$ cat config.mk
export PLATFORM = sky130hd
export DESIGN_NAME = evt_frag_packer
export DESIGN_NICKNAME = d
export VERILOG_FILES = /design/src/rtl/evt_frag_pkg.sv /design/src/rtl/evt_frag_seq.sv /design/src/rtl/evt_frag_frame_ctr.sv /design/src/rtl/evt_frag_out_mux.sv /design/src/rtl/evt_frag_packer.sv
export SDC_FILE = /design/constraint.sdc
export NUM_CORES = 1
export LEC_CHECK = 0
export ABC_AREA = 1
export BUFFER_PORTS_ARGS = -buffer_cell sky130_fd_sc_hd__buf_2
export CAP_MARGIN = 20
export CELL_PAD_IN_SITES_DETAIL_PLACEMENT = 1
export CELL_PAD_IN_SITES_GLOBAL_PLACEMENT = 1
export CORE_UTILIZATION = 45
export CTS_BUF_LIST = sky130_fd_sc_hd__clkbuf_4 sky130_fd_sc_hd__clkbuf_8
export DETAILED_ROUTE_END_ITERATION = 12
export GPL_TIMING_DRIVEN = 0
export PLACE_DENSITY_LB_ADDON = 0.08
export SETUP_SLACK_MARGIN = 0.3
export SLEW_MARGIN = 30
export SYNTH_ARGS = -nofsm -noshare
export SYNTH_HDL_FRONTEND = slang
export SYNTH_SLANG_ARGS = --single-unit
$ cat constraint.sdc
create_clock -name clk_i -period 4.6 [get_ports clk_i]
set_clock_uncertainty 0.2 [all_clocks]
set_input_delay 0.23 -clock clk_i [delete_from_list [all_inputs] [get_ports clk_i]]
set_output_delay 0.23 -clock clk_i [all_outputs]
set_load 0.05 [all_outputs]
$ cat src/rtl/evt_frag_pkg.sv
package evt_frag_pkg;

  typedef enum logic [2:0] {
    ST_IDLE,
    ST_CNT,
    ST_HDR,
    ST_INFO,
    ST_BODY,
    ST_TAIL
  } frag_st_e;

  localparam int unsigned TAIL_CNT_W = 16;

endpackage

$ cat src/rtl/evt_frag_seq.sv
module evt_frag_seq
  import evt_frag_pkg::*;
#(
  parameter int unsigned DATA_W      = 32,
  parameter int unsigned MAX_PAYLOAD = 2240
) (
  input  logic                  clk_i,
  input  logic                  rst_ni,
  input  logic                  in_valid_i,
  input  logic                  in_last_i,
  input  logic                  in_void_i,
  input  logic                  in_take_i,
  input  logic                  out_take_i,
  input  logic [DATA_W-1:0]     hdr_i,
  input  logic [DATA_W-1:0]     info_i,
  output frag_st_e              state_o,
  output logic                  cap_o,
  output logic [TAIL_CNT_W-1:0] evt_cnt_o,
  output logic [DATA_W-1:0]     hdr_o,
  output logic [DATA_W-1:0]     info_o
);

  localparam int unsigned PAY_W = $clog2(MAX_PAYLOAD + 1);
  localparam logic [PAY_W-1:0] PAY_LAST = PAY_W'(MAX_PAYLOAD - 1);

  frag_st_e              state_q, state_d;
  logic [PAY_W-1:0]      pay_q;
  logic [TAIL_CNT_W-1:0] evt_q;
  logic [DATA_W-1:0]     hdr_q, info_q;
  logic                  data_take;

  assign data_take = in_take_i && !in_void_i;
  assign cap_o     = (pay_q == PAY_LAST);

  always_comb begin
    state_d = state_q;
    unique case (state_q)
      ST_IDLE: if (in_valid_i) state_d = ST_CNT;
      ST_CNT:  if (out_take_i) state_d = ST_HDR;
      ST_HDR:  if (out_take_i) state_d = ST_INFO;
      ST_INFO: if (out_take_i) state_d = ST_BODY;
      ST_BODY: begin
        if (in_take_i) begin
          if (in_last_i)              state_d = ST_TAIL;
          else if (data_take && cap_o) state_d = ST_CNT; // payload full, open next frame
        end
      end
      ST_TAIL: if (out_take_i) state_d = ST_IDLE;
      default: state_d = ST_IDLE;
    endcase
  end

  always_ff @(posedge clk_i or negedge rst_ni) begin
    if (!rst_ni) begin
      state_q <= ST_IDLE;
      pay_q   <= '0;
      evt_q   <= '0;
      hdr_q   <= '0;
      info_q  <= '0;
    end else begin
      state_q <= state_d;
      if (state_q == ST_IDLE) begin
        evt_q <= '0;
        if (in_valid_i) begin
          hdr_q  <= hdr_i;
          info_q <= info_i;
        end
      end
      if (state_q == ST_CNT) pay_q <= '0;
      if (state_q == ST_BODY && data_take) begin
        pay_q <= pay_q + 1'b1;
        evt_q <= evt_q + 1'b1;
      end
    end
  end

  assign state_o   = state_q;
  assign evt_cnt_o = evt_q;
  assign hdr_o     = hdr_q;
  assign info_o    = info_q;

endmodule

$ cat src/rtl/evt_frag_frame_ctr.sv
module evt_frag_frame_ctr #(
  parameter int unsigned DATA_W = 32,
  parameter int unsigned CNT_W  = 32
) (
  input  logic              clk_i,
  input  logic              rst_ni,
  input  logic              frame_end_i,
  output logic [DATA_W-1:0] fc_o
);

  logic [CNT_W-1:0] cnt_q;

  always_ff @(posedge clk_i or negedge rst_ni) begin
    if (!rst_ni)          cnt_q <= '0;
    else if (frame_end_i) cnt_q <= cnt_q + 1'b1;
  end

  generate
    if (CNT_W >= DATA_W) begin : g_full
      assign fc_o = cnt_q[DATA_W-1:0];
    end else begin : g_pad
      assign fc_o = {{(DATA_W-CNT_W){1'b0}}, cnt_q};
    end
  endgenerate

endmodule

$ cat src/rtl/evt_frag_out_mux.sv
module evt_frag_out_mux
  import evt_frag_pkg::*;
#(
  parameter int unsigned DATA_W = 32,
  parameter logic [DATA_W-TAIL_CNT_W-1:0] TAIL_MARK = 'hE7E0
) (
  input  frag_st_e              state_i,
  input  logic                  cap_i,
  input  logic [TAIL_CNT_W-1:0] evt_cnt_i,
  input  logic [DATA_W-1:0]     fc_i,
  input  logic [DATA_W-1:0]     hdr_i,
  input  logic [DATA_W-1:0]     info_i,
  input  logic [DATA_W-1:0]     in_data_i,
  input  logic                  in_valid_i,
  input  logic                  in_last_i,
  input  logic                  in_void_i,
  input  logic                  out_ready_i,
  output logic [DATA_W-1:0]     out_data_o,
  output logic                  out_valid_o,
  output logic                  out_last_o,
  output logic                  in_ready_o
);

  always_comb begin
    out_data_o  = '0;
    out_valid_o = 1'b0;
    out_last_o  = 1'b0;
    in_ready_o  = 1'b0;
    unique case (state_i)
      ST_CNT: begin
        out_data_o  = fc_i;
        out_valid_o = 1'b1;
      end
      ST_HDR: begin
        out_data_o  = hdr_i;
        out_valid_o = 1'b1;
      end
      ST_INFO: begin
        out_data_o  = info_i;
        out_valid_o = 1'b1;
      end
      ST_BODY: begin
        out_data_o  = in_data_i;
        out_valid_o = in_valid_i && !in_void_i;
        out_last_o  = !in_void_i && !in_last_i && cap_i;
        in_ready_o  = in_void_i ? 1'b1 : out_ready_i; // void beats are dropped
      end
      ST_TAIL: begin
        out_data_o  = {TAIL_MARK, evt_cnt_i};
        out_valid_o = 1'b1;
        out_last_o  = 1'b1;
      end
      default: ;
    endcase
  end

endmodule

$ cat src/rtl/evt_frag_packer.sv
module evt_frag_packer
  import evt_frag_pkg::*;
#(
  parameter int unsigned DATA_W      = 32,
  parameter int unsigned MAX_PAYLOAD = 2240,
  parameter int unsigned CNT_W       = 32,
  parameter logic [DATA_W-TAIL_CNT_W-1:0] TAIL_MARK = 'hE7E0
) (
  input  logic              clk_i,
  input  logic              rst_ni,
  input  logic [DATA_W-1:0] in_data_i,
  input  logic              in_valid_i,
  input  logic              in_last_i,
  input  logic              in_void_i,
  output logic              in_ready_o,
  input  logic [DATA_W-1:0] hdr_i,
  input  logic [DATA_W-1:0] info_i,
  output logic [DATA_W-1:0] out_data_o,
  output logic              out_valid_o,
  output logic              out_last_o,
  input  logic              out_ready_i
);

  frag_st_e              state;
  logic                  cap;
  logic [TAIL_CNT_W-1:0] evt_cnt;
  logic [DATA_W-1:0]     hdr_q, info_q, fc;
  logic                  in_take, out_take;

  assign in_take  = in_valid_i && in_ready_o;
  assign out_take = out_valid_o && out_ready_i;

  evt_frag_seq #(
    .DATA_W      (DATA_W),
    .MAX_PAYLOAD (MAX_PAYLOAD)
  ) u_seq (
    .clk_i      (clk_i),
    .rst_ni     (rst_ni),
    .in_valid_i (in_valid_i),
    .in_last_i  (in_last_i),
    .in_void_i  (in_void_i),
    .in_take_i  (in_take),
    .out_take_i (out_take),
    .hdr_i      (hdr_i),
    .info_i     (info_i),
    .state_o    (state),
    .cap_o      (cap),
    .evt_cnt_o  (evt_cnt),
    .hdr_o      (hdr_q),
    .info_o     (info_q)
  );

  evt_frag_frame_ctr #(
    .DATA_W (DATA_W),
    .CNT_W  (CNT_W)
  ) u_fctr (
    .clk_i       (clk_i),
    .rst_ni      (rst_ni),
    .frame_end_i (out_take && out_last_o),
    .fc_o        (fc)
  );

  evt_frag_out_mux #(
    .DATA_W    (DATA_W),
    .TAIL_MARK (TAIL_MARK)
  ) u_mux (
    .state_i     (state),
    .cap_i       (cap),
    .evt_cnt_i   (evt_cnt),
    .fc_i        (fc),
    .hdr_i       (hdr_q),
    .info_i      (info_q),
    .in_data_i   (in_data_i),
    .in_valid_i  (in_valid_i),
    .in_last_i   (in_last_i),
    .in_void_i   (in_void_i),
    .out_ready_i (out_ready_i),
    .out_data_o  (out_data_o),
    .out_valid_o (out_valid_o),
    .out_last_o  (out_last_o),
    .in_ready_o  (in_ready_o)
  );

endmodule

==> metrics, run 1 <==
Tcrit/Tclk final=72.22%; CTS Buffer Depth=2; initial antenna violation count=1; DR WL/cell=~22 um; total grt overflow=0; Final Max Tran Viols=0; vias in the first global route=~8600; ANT cells=0; DRC errors left=0; slowest cell on the critical path=clkbuf_1; crit end category=primary output; yosys warns=0; min Tclk post-route=about 3.3 ns; Site Rows=between 40 and 50; Setup CP Type=reg -> out; PwrDens=around 540 mW/mm^2; Lkg Pwr=between 0.004 and 0.005 uW; clock latency on the worst-skew pair=~0.5 ns; Max Clock Freq=0.3010 GHz; Distinct cells, synth=31; CP startpoint kind=flip-flop; GPL Wtd Cong=approximately 0.87; DR pass1 iterations=5; slew at the pin closest to its max-slew limit=0.7363 ns; TNS Setup=0 ns; RSZ-0062 raised after global routing=no; Synth Net Count=about 1100; number of hold violations in the final report=0; final design utilization=between 50% and 60%; final setup violation count=0; Critical Path Max Stage Delay=0.59 ns; DP HPWL=~19 mm; die area=around 0.017 sq mm; Worst-path clk slew=~0.090 ns; Routed Antenna Nets=0; # H-tree levels=4; fill cell count=between 2000 and 2500; Initial Util=between 40 and 50%; Placement Setup Slack=1.986 ns; Synth area leaders=dfrtp_1 43%, nand2_1 18%, mux2_2 9.8%; TritonCTS clock tree=built; DRT iter0 DRCs=between 500 and 600; largest net degree at the start of global routing=84; peak fanout along the critical path=10; DR vias=8045; worst hold-check path type=in -> async; IO buf count=~140; Synth-to-Final Area Change=28.06%; maxcap violations=0; Post-Syn Area=0.007326 sq mm; WP buf/inv=3; CTS Buf Count=17; die height=roughly 130 um; worst rel slew slack=a little over 50%; setup slack after layout=between 1 and 1.5 ns; PostCTS Resize Cnt=0; DR vias/cell=5.730; syn_area_per_cell=roughly 7.7 sq um; Core ar.=0.01589 sq mm; CP top delay family=buffers and inverters; post-synthesis sequential area ratio=between 40% and 50%; crit path DAT=2.89 ns; root buffer cell=clkbuf_8; TritonCTS Sinks=127; Ports=~140; outcome=completed; Req. time, crit path=between 4 and 5 ns; share of cells above drive strength 1=a little under a quarter; post-synthesis cell count=around 950; VDD IR max=around 0.00038 V; Cell Chain, Critical Path=nor2_1, nand2_2, inv_1, clkbuf_1, nand2_1, o2111ai_1, buf_2; first-pass GRT wire length=48.13 mm; post-CTS setup buffers=0; die width=129.6 um; GR Util All Layers=roughly two fifths; total power=~5000 uW; share of the synthesized area in the top cell type=~43%; #FFs+latches synth=approximately 130; drt total wl=roughly 31 mm; Layout Nets=1280; cts hold-fix bufs=66; cell taking the most area after synthesis=dfrtp_1
[synth_stat cells (all sizes together)]
library cell    n
nand2         361
dfrtp         127
nor2           89
inv            79
nand3          71
mux2           64
o21ai          43
a21oi          31
buf            24
o2111ai        15
nor3           11
xor2            9
nand4           7
clkbuf          5
a22oi           4
ha              3
o22ai           3
xnor2           3
o211ai          2
o21bai          2
[cells by family after synthesis]
group	share of synthesized area (%)
flops	43.38
compound gates	8.079
fa+ha+maj	0.5124
simple gates	30.37
xor+xnor	1.435
mux	9.838
buf+inv	6.388
[cell usage in the layout, fill, tap and decap left out, drive strengths merged]
master / count
dlygate4sd3: 66
inv: 84
clkinvlp: 1
dfrtp: 127
buf: 161
a21oi: 31
nor3: 11
nand3: 71
ha: 3
xor2: 9
clkinv: 5
nand4: 7
mux2: 64
bufinv: 2
a22oi: 4
o2111ai: 15
o22ai: 3
xnor2: 3
nand2: 361
o21bai: 2
clkbuf: 24
o21ai: 43
o211ai: 2
nor2: 89
[registers in the layout, indices dropped and copies added, names as in the netlist]
name             flops
u_seq.pay_q         12
u_seq.hdr_o         32
u_seq.evt_cnt_o     16
u_seq.state_o        3
u_fctr.fc_o         32
u_seq.info_o        32
[stage by stage]
stage          cell area, sq um  cells  hold WS (ns)
2_1_floorplan              7326    953       -0.2656
3_3_place_gp               8277   1305        0.2623
3_5_place_dp               8314   1306      -0.04322
4_1_cts                    9382   1404       0.03567
5_1_grt                    9382   1404       0.04867
6_report                   9382   1404       0.02133
[power breakdown]
part           leakage, uW  internal, uW  switching, uW
clock             0.000205           512            559
sequential         0.00163          1430            264
combinational      0.00260           691           1570
[worst paths after layout]
kind                                               from                          end  slack (ns)  cells after the start
setup / recovery           u_seq.state_o[1]$_DFFE_PN0P_               out_data_o[27]        1.28                      7
hold / removal                                   rst_ni   u_seq.pay_q[1]$_DFFE_PN0P_        0.02                      2
setup reg to reg             u_fctr.fc_o[0]$_DFFE_PN0P_  u_fctr.fc_o[24]$_DFFE_PN0P_        2.30                     10
hold reg to reg             u_seq.info_o[8]$_DFFE_PN0P_  u_seq.info_o[8]$_DFFE_PN0P_        0.32                      1
max in group asynchronous                        rst_ni  u_seq.info_o[1]$_DFFE_PN0P_        3.39                      3
min in group clk_i                          out_ready_i  u_fctr.fc_o[20]$_DFFE_PN0P_        0.02                      5
[area by class of cell]
cell class,count,area (sq um),area share [%]
multi-input combinational,718,3680,39.22
clock inverter,13,151.4,1.614
sequential,127,3178,33.88
buffer,29,171.4,1.827
tap,216,270.3,2.881
inverter,79,296.5,3.161
clock buffer,19,255.2,2.721
timing repair buffer,203,1379,14.70
[metal layers]
layer | global-route usage (%) | vias up | wire, um
met5 | 0 | - | 13
met4 | 24.35 | 2 | 1769
met3 | 9.414 | 134 | 2294
met2 | 65.71 | 420 | 15170
met1 | 45.55 | 3943 | 12040
li1 | - | 3546 | -
(Power assumes the default switching activity.)
==> run 2: changes to the inputs <==
--- a/config.mk
+++ b/config.mk
@@ -10,7 +10,7 @@
 export CAP_MARGIN = 20
 export CELL_PAD_IN_SITES_DETAIL_PLACEMENT = 1
 export CELL_PAD_IN_SITES_GLOBAL_PLACEMENT = 1
-export CORE_UTILIZATION = 45
+export CORE_UTILIZATION = 38
 export CTS_BUF_LIST = sky130_fd_sc_hd__clkbuf_4 sky130_fd_sc_hd__clkbuf_8
 export DETAILED_ROUTE_END_ITERATION = 12
 export GPL_TIMING_DRIVEN = 0
==> constraint.sdc (replaced) <==
create_clock -name clk_i -period 2.8 [get_ports clk_i]
set_clock_uncertainty 0.2 [all_clocks]
set_input_delay 0.14 -clock clk_i [delete_from_list [all_inputs] [get_ports clk_i]]
set_output_delay 0.14 -clock clk_i [all_outputs]
set_load 0.05 [all_outputs]
==> run 2 against run 1 <==
Against the previous run:
- global-route usage decreased by 9.4 points
- register-to-register slack worse by 1.8 ns
- utilization down 7.3 points
- design area up 3.9%
- largest cell class unchanged
==> metrics, run 2 (same netlist as run 1, synthesis figures left out) <==
DRT iter0 DRCs=~360; Initial Util=between 30% and 40%; Ports=between 100 and 150; Core ar.=0.01883 sq mm; placed cells=between 1000 and 1500; largest net degree at the start of global routing=~70; reg2reg start=u_fctr.fc_o[0]$_DFFE_PN0P_; Final Cell Area=between 0.009 and 0.01 sq mm; min Tclk post-route=between 2 and 2.5 ns; share of cells above drive strength 1=between 20 and 30%; # H-tree levels=4; RSZ-0062 raised after global routing=yes; worst rel slew slack=66.33%; Max Clock Freq=a little over 0.4 GHz; die width=140.8 um; DRC errors left=0; GPL Wtd Cong=0.8564; worst hold-check path type=in -> async; Routed Antenna Nets=0; CTS Buf Count=17; CP startpoint kind=flip-flop; DP HPWL=19.73 mm; Site Rows=50; Post-Place Cell Area=between 0.008 and 0.009 sq mm; die height=~140 um; Cell Chain, Critical Path=inv_1, nor2_4, nand2_1, inv_2, buf_4, a21oi_1, o2111ai_1, buf_4; R2R cell count=10; Critical Path Source=u_seq.state_o[1]$_DFFE_PN0P_; CTS Buffer Depth=2; root buffer cell=clkbuf_8; VDD IR max=between 0.0009 and 0.001 V; crit path DAT=~2.1 ns; Layout Nets=around 1300; drt total wl=between 20 and 30 mm; Tcrit/Tclk final=88.01%; clock latency on the worst-skew pair=approximately 0.47 ns; TritonCTS clock tree=built; worst reg2reg setup slack=0.53 ns; DR vias=approximately 7400; Synth-to-Final Area Change=33.12%; slowest cell on the critical path=dfrtp_2; TritonCTS Sinks=127; first-pass GRT wire length=roughly 45 mm; crit end category=primary output; DR pass1 iterations=4; number of hold violations in the final report=0; crit path to=out_data_o[9]; worst reg2reg endpoint=u_fctr.fc_o[28]$_DFFE_PN0P_; die area=a little under 0.02 sq mm; Req. time, crit path=roughly 2.5 ns; outcome=completed; Worst-path clk slew=around 0.09 ns; PwrDens=between 800 and 900 mW/mm^2; total power=8295 uW; commonest cells after routing, fill and taps aside=354 x nand2_1, 124 x dfrtp_1, 117 x buf_2, 84 x nor2_1, 73 x inv_1; Lkg Pwr=roughly 0.0045 uW; slew at the pin closest to its max-slew limit=approximately 0.51 ns; DR vias/cell=5.100; setup slack after layout=0.3356 ns; commonest non-fill, non-tap cell in the layout=nand2_1; peak fanout along the critical path=10; final setup violation count=0; initial antenna violation count=1; Critical Path Max Stage Delay=approximately 0.45 ns; Placement Setup Slack=roughly 0.29 ns; CP most frequent cell=buf_4; maxcap violations=0; Non-Filler Instances=1460; vias in the first global route=between 8000 and 9000; Final Max Tran Viols=0; Setup CP Type=reg -> out; DR WL/cell=a little under 20 um; TNS Setup=0 ns; GR Util All Layers=~30%; total grt overflow=0; IO buf count=136
-- run 2: per-layer routing --
layer / GRT usage (%) / vias to the layer above / routed length [um]
li1: - / 3561 / -
met1: 38.16 / 3660 / 12580
met2: 50.01 / 186 / 13760
met3: 7.269 / 37 / 1470
met4: 8.982 / 2 / 512
met5: 0 / - / 11
-- run 2: how the worst min path moves through the flow --
stage                            endpoint  slack (ns)  cells past startpoint
2_1_floorplan  u_fctr.fc_o[0]$_DFFE_PN0P_       -0.36                      0
3_5_place_dp   u_seq.pay_q[3]$_DFFE_PN0P_       -0.07                      1
3_3_place_gp   u_seq.hdr_o[7]$_DFFE_PN0P_        0.17                      2
5_1_grt        u_seq.pay_q[2]$_DFFE_PN0P_        0.04                      2
4_1_cts        u_seq.pay_q[3]$_DFFE_PN0P_        0.01                      2
6_report       u_seq.pay_q[2]$_DFFE_PN0P_        0.01                      2
-- run 2: per-stage QoR --
| stage | util, % | hold slack, ns |
|---|---|---|
| 2_1_floorplan | - | -0.3556 |
| 3_3_place_gp | 44.25 | 0.1723 |
| 3_5_place_dp | 44.45 | -0.07336 |
| 4_1_cts | 50.96 | 0.01443 |
| 5_1_grt | 51.77 | 0.04161 |
| 6_report | 51.79 | 0.01053 |
-- run 2: critical path: cells and delay by family, from the launching register on --
family,cells,cell delay [ns]
AOI/OAI and AO/OA,2,0.21
and+or+nand+nor,2,0.24
buffers and inverters,4,0.74
DFF,1,0.45
-- run 2: repair_timing --
item,4_1_cts,5_1_grt
hold endpoints to repair,200,0
setup buffers,5,3
resized for setup,53,46
setup endpoints to repair,33,34
cloned,0,0
hold buffers,69,0
pin swaps,2,2
-- run 2: power by group --
group | internal, uW | leakage (uW) | switching (uW)
registers | 2350 | 0.00162 | 345
logic | 1410 | 0.00271 | 2530
clock network | 730 | 0.000188 | 927
-- run 2: cell type report --
| type | instances | area [sq um] |
|---|---|---|
| inverters | 79 | 296.5 |
| well taps | 260 | 325.3 |
| multi-input cells | 718 | 3761 |
| plain buffers | 29 | 244.0 |
| fillers | 2365 | 9079 |
| clock inverters | 15 | 150.1 |
| flip-flops and latches | 127 | 3182 |
| diodes | 1 | 2.502 |
| repair buffers | 214 | 1556 |
| clock buffers | 17 | 234.0 |
==> run 3: changes to the inputs <==
--- a/config.mk
+++ b/config.mk
@@ -6,10 +6,11 @@
 export NUM_CORES = 1
 export LEC_CHECK = 0
 export ABC_AREA = 1
-export BUFFER_PORTS_ARGS = -buffer_cell sky130_fd_sc_hd__buf_2
+export BUFFER_PORTS_ARGS = -buffer_cell sky130_fd_sc_hd__buf_4
 export CAP_MARGIN = 20
 export CELL_PAD_IN_SITES_DETAIL_PLACEMENT = 1
 export CELL_PAD_IN_SITES_GLOBAL_PLACEMENT = 1
+export CORE_ASPECT_RATIO = 1.4
 export CORE_UTILIZATION = 38
 export CTS_BUF_LIST = sky130_fd_sc_hd__clkbuf_4 sky130_fd_sc_hd__clkbuf_8
 export DETAILED_ROUTE_END_ITERATION = 12
==> run 3 against run 2 <==
Against the previous run:
- sequential power is essentially flat
- design area grew 1.7%
- critical endpoint is now out_data_o[18]
- critical path depth shrank 1
- utilization grew 1.1 points
- count of clock-buffer cells in the layout grew 1
- flip-flop and latch count is the same
- combinational power is essentially flat
- final cell count shrank 1.5%
- global-route usage shrank 0.82 points
- largest power group unchanged
- wire length shrank 1.4%
==> metrics, run 3 (same netlist as run 1, synthesis figures left out) <==
die height=166.3 um; clock latency on the worst-skew pair=about 0.46 ns; GR Util met3=between 4 and 5%; Max Clock Freq=slightly above 0.4 GHz; Critical Path Max Stage Delay=just under 0.5 ns; largest net degree at the start of global routing=66; drt total wl=27.95 mm; maxcap violations=0; DR WL/cell=slightly below 20 um; fill cell count=2330; CTS Buffer Depth=2; placed cells=between 1000 and 1500; min Tclk post-route=approximately 2.5 ns; Routed Antenna Nets=0; VDD IR max=about 0.00047 V; CP startpoint kind=flip-flop; DRT iter0 DRCs=between 300 and 400; RSZ-0062 raised after global routing=yes; die width=about 120 um; GPL Wtd Cong=0.8577; crit end category=primary output; Ports=around 140; Worst-path clk slew=0.08 ns; peak fanout along the critical path=10; GR Util met1=a little under a third; DRC errors left=0; most used routing layer=met2; DP HPWL=20.64 mm; commonest cells after routing, fill and taps aside=354 x nand2_1, 139 x buf_4, 124 x dfrtp_1, 84 x nor2_1, 75 x inv_1; worst rel slew slack=65.28%; root buffer cell=clkbuf_8; reg2reg start=u_fctr.fc_o[0]$_DFFE_PN0P_; Core ar.=between 0.015 and 0.02 sq mm; share of cells above drive strength 1=between 20% and 30%; Layout Nets=around 1300; met2 GRT Util=between 50% and 60%; IO buf count=~140; vias in the first global route=8018; # H-tree levels=4; outcome=completed; crit path DAT=2.13 ns; Tcrit/Tclk final=88.07%; Setup CP Type=reg -> out; number of hold violations in the final report=0; Final Max Tran Viols=0; slowest cell on the critical path=dfrtp_2; Synth-to-Final Area Change=35.39%; slew at the pin closest to its max-slew limit=0.5208 ns; total grt overflow=0; DR vias=between 7000 and 8000; Cell Chain, Critical Path=nor2_2, nand2_1, inv_4, buf_6, nand2_1, o2111ai_1, buf_4; TritonCTS Sinks=~130; worst reg2reg setup slack=about 0.45 ns; TNS Setup=0 ns; multi-input combinational cell area=around 0.0037 sq mm; CP most frequent cell=nand2_1; CTS Buf Count=17; final setup violation count=0; GR Util All Layers=approximately 29%; initial antenna violation count=1; Site Rows=a little under 60; worst hold-check path type=in -> async; die area=0.01985 sq mm; PwrDens=between 800 and 900 mW/mm^2; total power=roughly 8200 uW; first-pass GRT wire length=43.27 mm; Initial Util=between 30% and 40%; commonest non-fill, non-tap cell in the layout=nand2_1; DR vias/cell=between 5 and 6; Lkg Pwr=0.004564 uW; Req. time, crit path=2.46 ns; TritonCTS clock tree=built; WHS=roughly 0.013 ns; DR pass1 iterations=6; Critical Path Source=u_seq.state_o[2]$_DFFE_PN0P_; Non-Filler Instances=1438; FF/Latch Area=roughly 0.0032 sq mm
-- run 3: cell count changes in the layout (fill, tap and decap cells not counted), moves of 2 or more --
cell,before,now
buf_2,117,9
buf_4,29,139
buf_6,11,15
buf_8,3,1
clkbuf_4,11,4
clkinvlp_4,3,5
dlygate4sd3_1,69,67
inv_1,73,75
inv_2,6,2
inv_4,0,2
inv_6,6,3
nor2_2,2,4
nor2_4,3,1
o21ai_2,6,4
-- run 3: worst paths after layout --
path,endpoint,cells after the start
min in group clk_i,u_seq.state_o[1]$_DFFE_PN0P_,7
max in group asynchronous,u_seq.hdr_o[1]$_DFFE_PN0P_,3
worst min register to register,u_seq.info_o[10]$_DFFE_PN0P_,1
worst max register to register,u_fctr.fc_o[28]$_DFFE_PN0P_,10
worst min-delay path,u_fctr.fc_o[31]$_DFFE_PN0P_,2
worst max-delay path,out_data_o[18],7
-- run 3: worst max-delay path, delay by kind of cell (launching register included) --
kind | cells | cell delay [ns]
buffers and inverters | 3 | 0.58
flip-flops | 1 | 0.49
AND/OR/NAND/NOR | 3 | 0.43
AO/OA/AOI/OAI | 1 | 0.15
-- run 3: repair_timing --
action                     4_1_cts  5_1_grt
resized for setup               39       24
buffers inserted                 2        2
hold buffers                    67        0
setup endpoints to repair       33       31
hold endpoints to repair       205        0
pin swaps                        2        0
-- run 3: metrics by stage --
stage	utilization [%]	setup WS, ns	area (sq um)
after floorplan	-	0.5210	7326
after global placement	46.14	0.2853	8652
after detailed placement	46.33	0.2680	8687
after CTS	52.44	0.2955	9833
after global routing	52.90	0.2635	9918
final	52.90	0.3339	9918
-- run 3: power by group --
group	switching, uW	internal (uW)	total [uW]
clock	867	725	1590
combinational	2470	1460	3940
sequential	339	2350	2690
total	3680	4540	8220
-- run 3: cell type report --
type / instances / area share (%)
Antenna cell: 1 / 0.02523
Timing Repair Buffer: 208 / 17.94
Multi-Input combinational cell: 718 / 37.59
Sequential cell: 127 / 32.08
Clock inverter: 14 / 1.375
Inverter: 79 / 3.040
Tap cell: 244 / 3.078
Buffer: 29 / 2.435
Clock buffer: 18 / 2.435
-- run 3: metal layers --
layer | routed length (um) | vias up
li1 | - | 3548
met1 | 10520 | 3704
met2 | 15320 | 160
met3 | 825 | 64
met4 | 1288 | 0
met5 | 0 | -
